--- config.mk ---
export PLATFORM = sky130hd
export DESIGN_NAME = sdram_mode_loader
export DESIGN_NICKNAME = d
export VERILOG_FILES = /design/src/rtl/sdml_pkg.sv /design/src/rtl/sdml_regs.sv /design/src/rtl/sdml_ctrl.sv /design/src/rtl/sdml_dp.sv /design/src/rtl/sdram_mode_loader.sv
export SDC_FILE = /design/constraint.sdc
export NUM_CORES = 1
export LEC_CHECK = 0
export BUFFER_PORTS_ARGS = -buffer_cell sky130_fd_sc_hd__buf_4
export CAP_MARGIN = 5
export CORE_MARGIN = 4
export CORE_UTILIZATION = 55
export CTS_BUF_LIST = sky130_fd_sc_hd__clkbuf_8
export DETAILED_ROUTE_END_ITERATION = 10
export PLACE_DENSITY_LB_ADDON = 0.25
export SYNTH_ARGS = -nofsm -noshare
export SYNTH_HDL_FRONTEND = slang
export SYNTH_SLANG_ARGS = --single-unit
export TNS_END_PERCENT = 20
--- constraint.sdc ---
create_clock -name clk -period 2.11 [get_ports clk]
set_input_delay 0.422 -clock clk [delete_from_list [all_inputs] [get_ports clk]]
set_output_delay 0.422 -clock clk [all_outputs]
set_load 0.01 [all_outputs]
--- src/rtl/sdml_pkg.sv ---
package sdml_pkg;

  typedef enum logic [2:0] {
    ST_IDLE,
    ST_PRE,
    ST_WAIT_RP,
    ST_LOAD,
    ST_WAIT_MRD,
    ST_FINISH
  } seq_state_t;

  // strobes from control to datapath
  typedef struct packed {
    logic latchMode;
    logic issuePre;
    logic issueLoad;
    logic finish;
    logic busy;
  } seq_strobe_t;

  // {RAS#, CAS#, WE#}
  typedef logic [2:0] sd_cmd_t;
  localparam sd_cmd_t CMD_NOP  = 3'b111;
  localparam sd_cmd_t CMD_PRE  = 3'b010;
  localparam sd_cmd_t CMD_LOAD = 3'b000;

  localparam int PRE_ALL_BIT = 10;
  localparam int MODE_BITS   = 7;

endpackage

--- src/rtl/sdml_regs.sv ---
module sdml_regs #(
  parameter logic [7:0] REG_BURST = 8'h3A,
  parameter logic [7:0] REG_CAS   = 8'h3B,
  parameter logic [7:0] REG_TRIG  = 8'h3C
) (
  input  logic       clk,
  input  logic       rstN,
  input  logic       wrEn,
  input  logic [7:0] wrAddr,
  input  logic [7:0] wrData,
  input  logic [7:0] rdAddr,
  output logic [7:0] rdData,
  input  logic       bistDone,
  input  logic       bistFail,
  output logic       bistFailFlag,
  output logic [2:0] burstLen,
  output logic       wrapType,
  output logic [2:0] casLat,
  output logic       casErr,
  output logic       trigEdge
);

  logic [2:0] casRaw;
  logic       trigBit;
  logic       unusedBits;

  assign unusedBits = ^wrData[7:4];

  // a trigger edge is a write of 1 while the stored bit is 0
  assign trigEdge = wrEn && (wrAddr == REG_TRIG) && wrData[0] && !trigBit;

  always_ff @(posedge clk or negedge rstN) begin
    if (!rstN) begin
      burstLen     <= 3'd3;
      wrapType     <= 1'b0;
      casRaw       <= 3'd2;
      trigBit      <= 1'b0;
      bistFailFlag <= 1'b0;
    end else begin
      if (wrEn) begin
        if (wrAddr == REG_BURST) begin
          burstLen <= wrData[2:0];
          wrapType <= wrData[3];
        end
        if (wrAddr == REG_CAS)  casRaw  <= wrData[2:0];
        if (wrAddr == REG_TRIG) trigBit <= wrData[0];
      end
      if (bistDone && bistFail) bistFailFlag <= 1'b1;
    end
  end

  always_comb begin
    casErr = (casRaw < 3'd2) || (casRaw > 3'd3);
    if (casRaw < 3'd2)      casLat = 3'd2;
    else if (casRaw > 3'd3) casLat = 3'd3;
    else                    casLat = casRaw;
  end

  always_comb begin
    rdData = 8'h00;
    if (rdAddr == REG_BURST)     rdData = {4'b0, wrapType, burstLen};
    else if (rdAddr == REG_CAS)  rdData = {5'b0, casRaw};
    else if (rdAddr == REG_TRIG) rdData = {7'b0, trigBit};
  end

endmodule

--- src/rtl/sdml_ctrl.sv ---
module sdml_ctrl
  import sdml_pkg::*;
#(
  parameter int PRECHARGE_WAIT = 3,
  parameter int LOAD_WAIT      = 2
) (
  input  logic        clk,
  input  logic        rstN,
  input  logic        trigEdge,
  output seq_strobe_t strobe
);

  localparam int MAX_WAIT = (PRECHARGE_WAIT > LOAD_WAIT) ? PRECHARGE_WAIT : LOAD_WAIT;
  localparam int CNT_W    = (MAX_WAIT < 2) ? 1 : $clog2(MAX_WAIT);

  seq_state_t       state;
  logic             pending;
  logic [CNT_W-1:0] waitCnt;

  always_ff @(posedge clk or negedge rstN) begin
    if (!rstN) begin
      state   <= ST_IDLE;
      pending <= 1'b0;
      waitCnt <= '0;
    end else begin
      pending <= trigEdge || (pending && (state != ST_IDLE));
      case (state)
        ST_IDLE:     if (pending) state <= ST_PRE;
        ST_PRE: begin
          state   <= ST_WAIT_RP;
          waitCnt <= CNT_W'(PRECHARGE_WAIT - 1);
        end
        ST_WAIT_RP:  if (waitCnt == '0) state <= ST_LOAD;
                     else waitCnt <= waitCnt - 1'b1;
        ST_LOAD: begin
          state   <= ST_WAIT_MRD;
          waitCnt <= CNT_W'(LOAD_WAIT - 1);
        end
        ST_WAIT_MRD: if (waitCnt == '0) state <= ST_FINISH;
                     else waitCnt <= waitCnt - 1'b1;
        ST_FINISH:   state <= ST_IDLE;
        default:     state <= ST_IDLE;
      endcase
    end
  end

  always_comb begin
    strobe.latchMode = (state == ST_IDLE) && pending;
    strobe.issuePre  = (state == ST_PRE);
    strobe.issueLoad = (state == ST_LOAD);
    strobe.finish    = (state == ST_FINISH);
    strobe.busy      = (state != ST_IDLE) || pending;
  end

endmodule

--- src/rtl/sdml_dp.sv ---
module sdml_dp
  import sdml_pkg::*;
#(
  parameter int ADDR_W = 13
) (
  input  logic              clk,
  input  logic              rstN,
  input  seq_strobe_t       strobe,
  input  logic [2:0]        burstLen,
  input  logic              wrapType,
  input  logic [2:0]        casLat,
  output logic              sdRasN,
  output logic              sdCasN,
  output logic              sdWeN,
  output logic [ADDR_W-1:0] sdAddr,
  output logic              seqDone,
  output logic              seqBusy
);

  logic [MODE_BITS-1:0] modeSnap;
  sd_cmd_t              cmdNext;
  logic [ADDR_W-1:0]    addrNext;

  always_comb begin
    cmdNext  = CMD_NOP;
    addrNext = '0;
    if (strobe.issuePre) begin
      cmdNext               = CMD_PRE;
      addrNext[PRE_ALL_BIT] = 1'b1;
    end else if (strobe.issueLoad) begin
      cmdNext                   = CMD_LOAD;
      addrNext[MODE_BITS-1:0]   = modeSnap;
    end
  end

  always_ff @(posedge clk or negedge rstN) begin
    if (!rstN) begin
      modeSnap               <= '0;
      {sdRasN, sdCasN, sdWeN} <= CMD_NOP;
      sdAddr                 <= '0;
      seqDone                <= 1'b0;
      seqBusy                <= 1'b0;
    end else begin
      if (strobe.latchMode) modeSnap <= {casLat, wrapType, burstLen};
      {sdRasN, sdCasN, sdWeN} <= cmdNext;
      sdAddr                 <= addrNext;
      seqDone                <= strobe.finish;
      seqBusy                <= strobe.busy;
    end
  end

endmodule

--- src/rtl/sdram_mode_loader.sv ---
module sdram_mode_loader
  import sdml_pkg::*;
#(
  parameter int         ADDR_W         = 13,
  parameter int         PRECHARGE_WAIT = 3,
  parameter int         LOAD_WAIT      = 2,
  parameter logic [7:0] REG_BURST      = 8'h3A,
  parameter logic [7:0] REG_CAS        = 8'h3B,
  parameter logic [7:0] REG_TRIG       = 8'h3C
) (
  input  logic              clk,
  input  logic              rstN,
  input  logic              hostWrEn,
  input  logic [7:0]        hostWrAddr,
  input  logic [7:0]        hostWrData,
  input  logic [7:0]        hostRdAddr,
  output logic [7:0]        hostRdData,
  input  logic              bistDone,
  input  logic              bistFail,
  output logic              bistFailFlag,
  output logic              casErr,
  output logic              sdCsN,
  output logic              sdRasN,
  output logic              sdCasN,
  output logic              sdWeN,
  output logic [ADDR_W-1:0] sdAddr,
  output logic              seqBusy,
  output logic              seqDone
);

  logic [2:0]  burstLen;
  logic        wrapType;
  logic [2:0]  casLat;
  logic        trigEdge;
  seq_strobe_t strobe;

  assign sdCsN = 1'b0;

  sdml_regs #(.REG_BURST(REG_BURST), .REG_CAS(REG_CAS), .REG_TRIG(REG_TRIG)) u_regs (
    .clk(clk), .rstN(rstN),
    .wrEn(hostWrEn), .wrAddr(hostWrAddr), .wrData(hostWrData),
    .rdAddr(hostRdAddr), .rdData(hostRdData),
    .bistDone(bistDone), .bistFail(bistFail), .bistFailFlag(bistFailFlag),
    .burstLen(burstLen), .wrapType(wrapType), .casLat(casLat), .casErr(casErr),
    .trigEdge(trigEdge)
  );

  sdml_ctrl #(.PRECHARGE_WAIT(PRECHARGE_WAIT), .LOAD_WAIT(LOAD_WAIT)) u_ctrl (
    .clk(clk), .rstN(rstN), .trigEdge(trigEdge), .strobe(strobe)
  );

  sdml_dp #(.ADDR_W(ADDR_W)) u_dp (
    .clk(clk), .rstN(rstN), .strobe(strobe),
    .burstLen(burstLen), .wrapType(wrapType), .casLat(casLat),
    .sdRasN(sdRasN), .sdCasN(sdCasN), .sdWeN(sdWeN), .sdAddr(sdAddr),
    .seqDone(seqDone), .seqBusy(seqBusy)
  );

endmodule

==> impl_metrics.json, run 1 <==
{
  "design.portCount": 58,
  "die_w_um": 62.6,
  "fin_skew_ns": 0.00383,
  "worst_pin_slew_ns": 0.605,
  "port_buffers": 43,
  "dp.cells": 205,
  "dp_hpwl_mm": 2.10,
  "cts-root-buf": "clkbuf_8",
  "cts_tree": "done",
  "postSynthAreaPerCell_sq_um": 12.1,
  "maxSlewHeadroom_pct": 59.5,
  "areaGrowthSynthToFinish_pct": 23.7,
  "setup_slack_ns": 0.244,
  "status": "complete, no violations",
  "grt_pass1_wl_mm": 4.91,
  "reg2regPathDepth": 2,
  "final_util_pct": 72.3,
  "path_max_fanout": 3,
  "preCtsSetupSlack_ns": 0.254,
  "synth_top_area_share_pct": 44.2,
  "worst_setup_path_end_kind": "primary output",
  "drt_iter0_markers": 27,
  "synth.distinct_cells": 47,
  "netlist_instances": 136,
  "htree_levels": 2,
  "finalNetCount": 211,
  "p_leak_nw": 1.02,
  "finalCritPeriodShare_pct": 88.4,
  "antenna_found_initial": 0,
  "clock_path_buffers": 2,
  "yosysWarnings": 0,
  "start_util_pct": 58.5,
  "cts_resized": 0,
  "clk_pin_slew_ns": 0.07,
  "synth_edf_count": 0,
  "fin_tns_setup_ns": 0,
  "start_kind": "input pin",
  "wl_per_cell_um": 13.2,
  "gp_congestion": 0.721,
  "grt_overflow": 0,
  "hold_class": "in -> async",
  "final-setup-viol-count": 0,
  "cap_violations": 0,
  "fin_cells": 213,
  "path_common_cell": "buf_4",
  "synth.yosys.seq_area_share_pct": 52.3,
  "postCtsHoldBufs": 0,
  "antenna_left": 0,
  "synth_area_leaders": "dfrtp_1, dfstp_2, mux2_4",
  "rsz0062_at_grt": "no",
  "peakVddDrop_v": 0.000568,
  "crit_arrival_ns": 1.44,
  "track_usage_pct": 16.2,
  "cp_slowest_cell": "nor4bb_1",
  "wirelength_mm": 2.82,
  "drt-pass1-iter-count": 4,
  "r2r_start": "u_ctrl.state[0]",
  "syn_area_sq_um": 1640,
  "max_stage_delay_ns": 0.35,
  "crit_family": "simple AND/OR/NAND/NOR gates",
  "synth_top_cell_by_area": "dfrtp_1",
  "reg2reg_slack_ns": 0.45,
  "async_flop_share_pct": 100,
  "grt_pass1_vias": 1104,
  "slew_viol_final": 0,
  "setup.worst_path.end": "hostRdData[3]",
  "die_y_um": 62.6,
  "drive_above_1_share_pct": 39.6,
  "hold_violations": 0,
  "path_cells": "buf_4 > nor4bb_1 > nand3_1 > nor3b_1 > buf_4",
  "critPathKind": "in -> out",
  "required_ns": 1.69,
  "cts_sinks": 34,
  "post-cts-setup-buffers": 0,
  "dieArea_sq_um": 3920,
  "cp-startpoint": "hostRdAddr[7]",
  "grt_start_max_net_pins": 35,
  "clk_latency_ns": 0.28,
  "core_sq_um": 2810,
  "synthMostInstantiatedCell": "dfrtp_1",
  "drc": 0,
  "vias_per_cell": 5.05,
  "diodes": 0,
  "cp_num_cells": 5,
  "via_count": 1075,
  "fmax_mhz": 536,
  "min_period_ns": 1.87,
  "synth_commonest_cells": "dfrtp_1, buf_4, nor2_1, and2_1, mux2_4",
  "cts_buffers": 5,
  "ys.flop_type": "dfrtp_1",
  "ys_seq_elements": 34,
  "crit_buf_inv": 2,
  "timing.rr.end": "u_dp.modeSnap[1]",
  "p_per_area_nw_per_um2": 893,
  "std_cell_rows": 19
}
==> area by class of cell <==
class	instances	area, sq um
Clock buffer	6	82.6
Clock inverter	2	8.76
Fill cell	194	776
Inverter	6	22.5
Multi-Input combinational cell	89	682
Sequential cell	34	857
Tap cell	31	38.8
Timing Repair Buffer	45	338
==> how the worst min path moves through the flow <==
stage / start / slack, ns / depth (start not counted) / to
after global placement: rstN / 0.38 / 1 / u_dp.sdAddr[10]
final: rstN / 0.07 / 1 / u_regs.casRaw[0]
after detailed placement: rstN / 0.38 / 1 / u_dp.sdAddr[5]
after floorplan: rstN / 0.13 / 0 / u_ctrl.pending
after CTS: rstN / 0.08 / 1 / u_dp.sdAddr[0]
after global routing: rstN / 0.10 / 1 / u_dp.sdAddr[2]
==> state kept, by name, indices dropped and copies added (netlist names), 2 cells and up <==
name / cells
u_ctrl.state: 3
u_ctrl.waitCnt: 2
u_dp.modeSnap: 7
u_dp.sdAddr: 8
u_regs.burstLen: 3
u_regs.casRaw: 3
==> routing by layer <==
| layer | vias up | global-route usage (%) | part of all wire [%] |
|---|---|---|---|
| li1 | 536 | - | - |
| met4 | 0 | 7.99 | 1.7 |
| met3 | 5 | 4.86 | 7.9 |
| met2 | 40 | 28.4 | 51 |
| met5 | - | 0 | 0 |
| met1 | 494 | 17.7 | 39 |
==> through the flow <==
stage	instance area, sq um	total power, mW	hold slack (ns)
6_report	2030	1.81	0.0747
5_1_grt	2030	1.93	0.102
4_1_cts	2030	1.83	0.0843
2_1_floorplan	1670	1.22	0.126
3_5_place_dp	1940	1.36	0.382
3_3_place_gp	1940	1.33	0.381
==> logic make-up (layout without fill, tap and decap cells) <==
| logic type | count (synthesis) | after routing | share of synthesized area (%) |
|---|---|---|---|
| adders and majority gates | 1 | 1 | 0.763 |
| AOI/OAI and AO/OA | 16 | 16 | 6.64 |
| buffers and inverters | 22 | 59 | 8.24 |
| DFF | 34 | 34 | 52.3 |
| xor gates and xnor gates | 1 | 1 | 0.534 |
| and+or+nand+nor | 45 | 45 | 19.0 |
| other | 1 | 10 | 0.229 |
| muxes | 16 | 16 | 12.4 |
==> power breakdown <==
group | internal (mW) | leakage, nW | total, mW | switching (mW)
Clock | 0.258 | 0.0524 | 0.469 | 0.211
Combinational | 0.270 | 0.522 | 0.503 | 0.232
Sequential | 0.750 | 0.442 | 0.841 | 0.0910
==> placed cells by master, fill, tap and decap left out, types with 2 or more instances in the layout <==
cell / instances
a21oi_1: 3
a31oi_1: 2
and2_1: 7
buf_4: 45
clkbuf_8: 6
conb_1: 10
dfrtp_1: 29
dfstp_2: 5
inv_1: 7
mux2_1: 3
mux2_2: 3
mux2_4: 7
mux2i_1: 3
nand2_1: 3
nand2b_1: 3
nor2_1: 8
nor2b_1: 3
nor3_1: 2
nor3b_1: 2
nor4bb_1: 2
o21ai_1: 3
or2_1: 2
Power figures use the tool's default switching activity.
==> run 2: changes to the inputs <==
CORE_MARGIN = 8   (was 4)
==> impl_metrics.json, run 2 (synthesis gave the netlist of run 1 again) <==
{
  "min_period_ns": 1.89,
  "dp_hpwl_mm": 2.40,
  "preCtsSetupSlack_ns": 0.196,
  "gp_congestion": 0.723,
  "die_y_um": 70.6,
  "port_buffers": 43,
  "finalNetCount": 211,
  "std_cell_rows": 20,
  "worst_pin_slew_ns": 0.575,
  "largest_register_ff_count": 8,
  "dieArea_sq_um": 4990,
  "reg2regPathDepth": 2,
  "final-setup-viol-count": 0,
  "required_ns": 1.69,
  "dpl_cell_area_sq_um": 1940,
  "maxSlewHeadroom_pct": 61.5,
  "reg_top3": "u_dp.sdAddr: 8 flops, u_dp.modeSnap: 7 flops",
  "post-cts-setup-buffers": 0,
  "largest_register": "u_dp.sdAddr",
  "cts_tree": "done",
  "reg2reg_slack_ns": 0.48,
  "via_count": 1089,
  "grt_pass1_vias": 1140,
  "critPathKind": "in -> out",
  "design.portCount": 58,
  "finalCritPeriodShare_pct": 89.5,
  "die_w_um": 70.6,
  "fin_skew_ns": 0.00263,
  "hold_violations": 0,
  "crit_buf_inv": 2,
  "timing.rr.end": "u_dp.modeSnap[1]",
  "antenna_found_initial": 0,
  "clock_path_buffers": 2,
  "areaGrowthSynthToFinish_pct": 23.9,
  "grt_start_max_net_pins": 35,
  "wirelength_mm": 3.07,
  "hold_class": "in -> async",
  "drive_above_1_share_pct": 39.6,
  "core_sq_um": 2950,
  "slew_viol_final": 0,
  "start_util_pct": 55.6,
  "r2r_start": "u_ctrl.state[0]",
  "postCtsHoldBufs": 0,
  "final_design_area_no_fill_sq_um": 2030,
  "crit_family": "simple AND/OR/NAND/NOR gates",
  "whs_ns": 0.0751,
  "drc": 0,
  "diodes": 0,
  "fin_tns_setup_ns": 0,
  "fmax_mhz": 529,
  "antenna_left": 0,
  "p_leak_nw": 1.02,
  "track_usage_pct": 13.3,
  "path_cells": "buf_4 > nor4bb_1 > nand3_1 > nor3b_1 > buf_4",
  "final_util_pct": 68.8,
  "mostFrequentLayoutCells": "buf_4, dfrtp_1, conb_1, nor2_1",
  "crit_arrival_ns": 1.47,
  "cap_violations": 0,
  "wl_per_cell_um": 14.3,
  "worst_setup_path_end_kind": "primary output",
  "cts-root-buf": "clkbuf_8",
  "rsz0062_at_grt": "no",
  "cts_sinks": 34,
  "cts_buffers": 5,
  "clk_pin_slew_ns": 0.06,
  "drt-pass1-iter-count": 4,
  "vias_per_cell": 5.07,
  "cp_slowest_cell": "nor4bb_1",
  "setup_slack_ns": 0.221,
  "peakVddDrop_v": 0.000556,
  "path_common_cell": "buf_4",
  "drt_iter0_markers": 50,
  "htree_levels": 2,
  "start_kind": "input pin",
  "path_max_fanout": 3,
  "p_per_area_nw_per_um2": 896,
  "layout_commonest_cell": "buf_4",
  "grt_pass1_wl_mm": 5.23,
  "cts_resized": 0,
  "status": "complete, no violations",
  "clk_latency_ns": 0.28,
  "max_stage_delay_ns": 0.37,
  "cp_num_cells": 5,
  "grt_overflow": 0
}
run 2: cell counts in the layout (fill, tap and decap cells not counted):
No cell type changed its count.
run 2: metal layers:
metal  track usage, %  wire, um  up-vias
met3             4.80       196        6
met1             13.8      1240      515
met4             9.01        70        0
met5                0         0        -
li1                 -         -      537
met2             22.1      1560       31
run 2: worst max path at each step:
| stage | startpoint | end | slack, ns |
|---|---|---|---|
| finish | hostRdAddr[7] | hostRdData[3] | 0.22 |
| global placement | hostRdAddr[7] | hostRdData[3] | 0.28 |
| detailed placement | hostRdAddr[7] | hostRdData[3] | 0.20 |
| CTS | hostRdAddr[7] | hostRdData[3] | 0.20 |
| floorplan | hostRdAddr[7] | hostRdData[3] | 0.44 |
| global route | hostRdAddr[7] | hostRdData[3] | 0.02 |
run 2: where the power goes:
group / total [mW] / internal, mW / switching (mW)
registers: 0.838 / 0.750 / 0.0882
logic: 0.511 / 0.271 / 0.240
clock network: 0.471 / 0.258 / 0.214
run 2: stage by stage:
step | total power [mW] | std cells
after CTS | 1.84 | 215
after detailed placement | 1.37 | 207
final | 1.82 | 215
after floorplan | 1.22 | 145
after global routing | 1.94 | 215
after global placement | 1.33 | 207
run 2: layout make-up:
class                   instances  area [sq um]
repair buffers                 45           338
clock inverters                 2          8.76
inverters                       6          22.5
well taps                      33          41.3
flip-flops and latches         34           857
clock buffers                   6          82.6
fillers                       233           921
multi-input cells              89           682
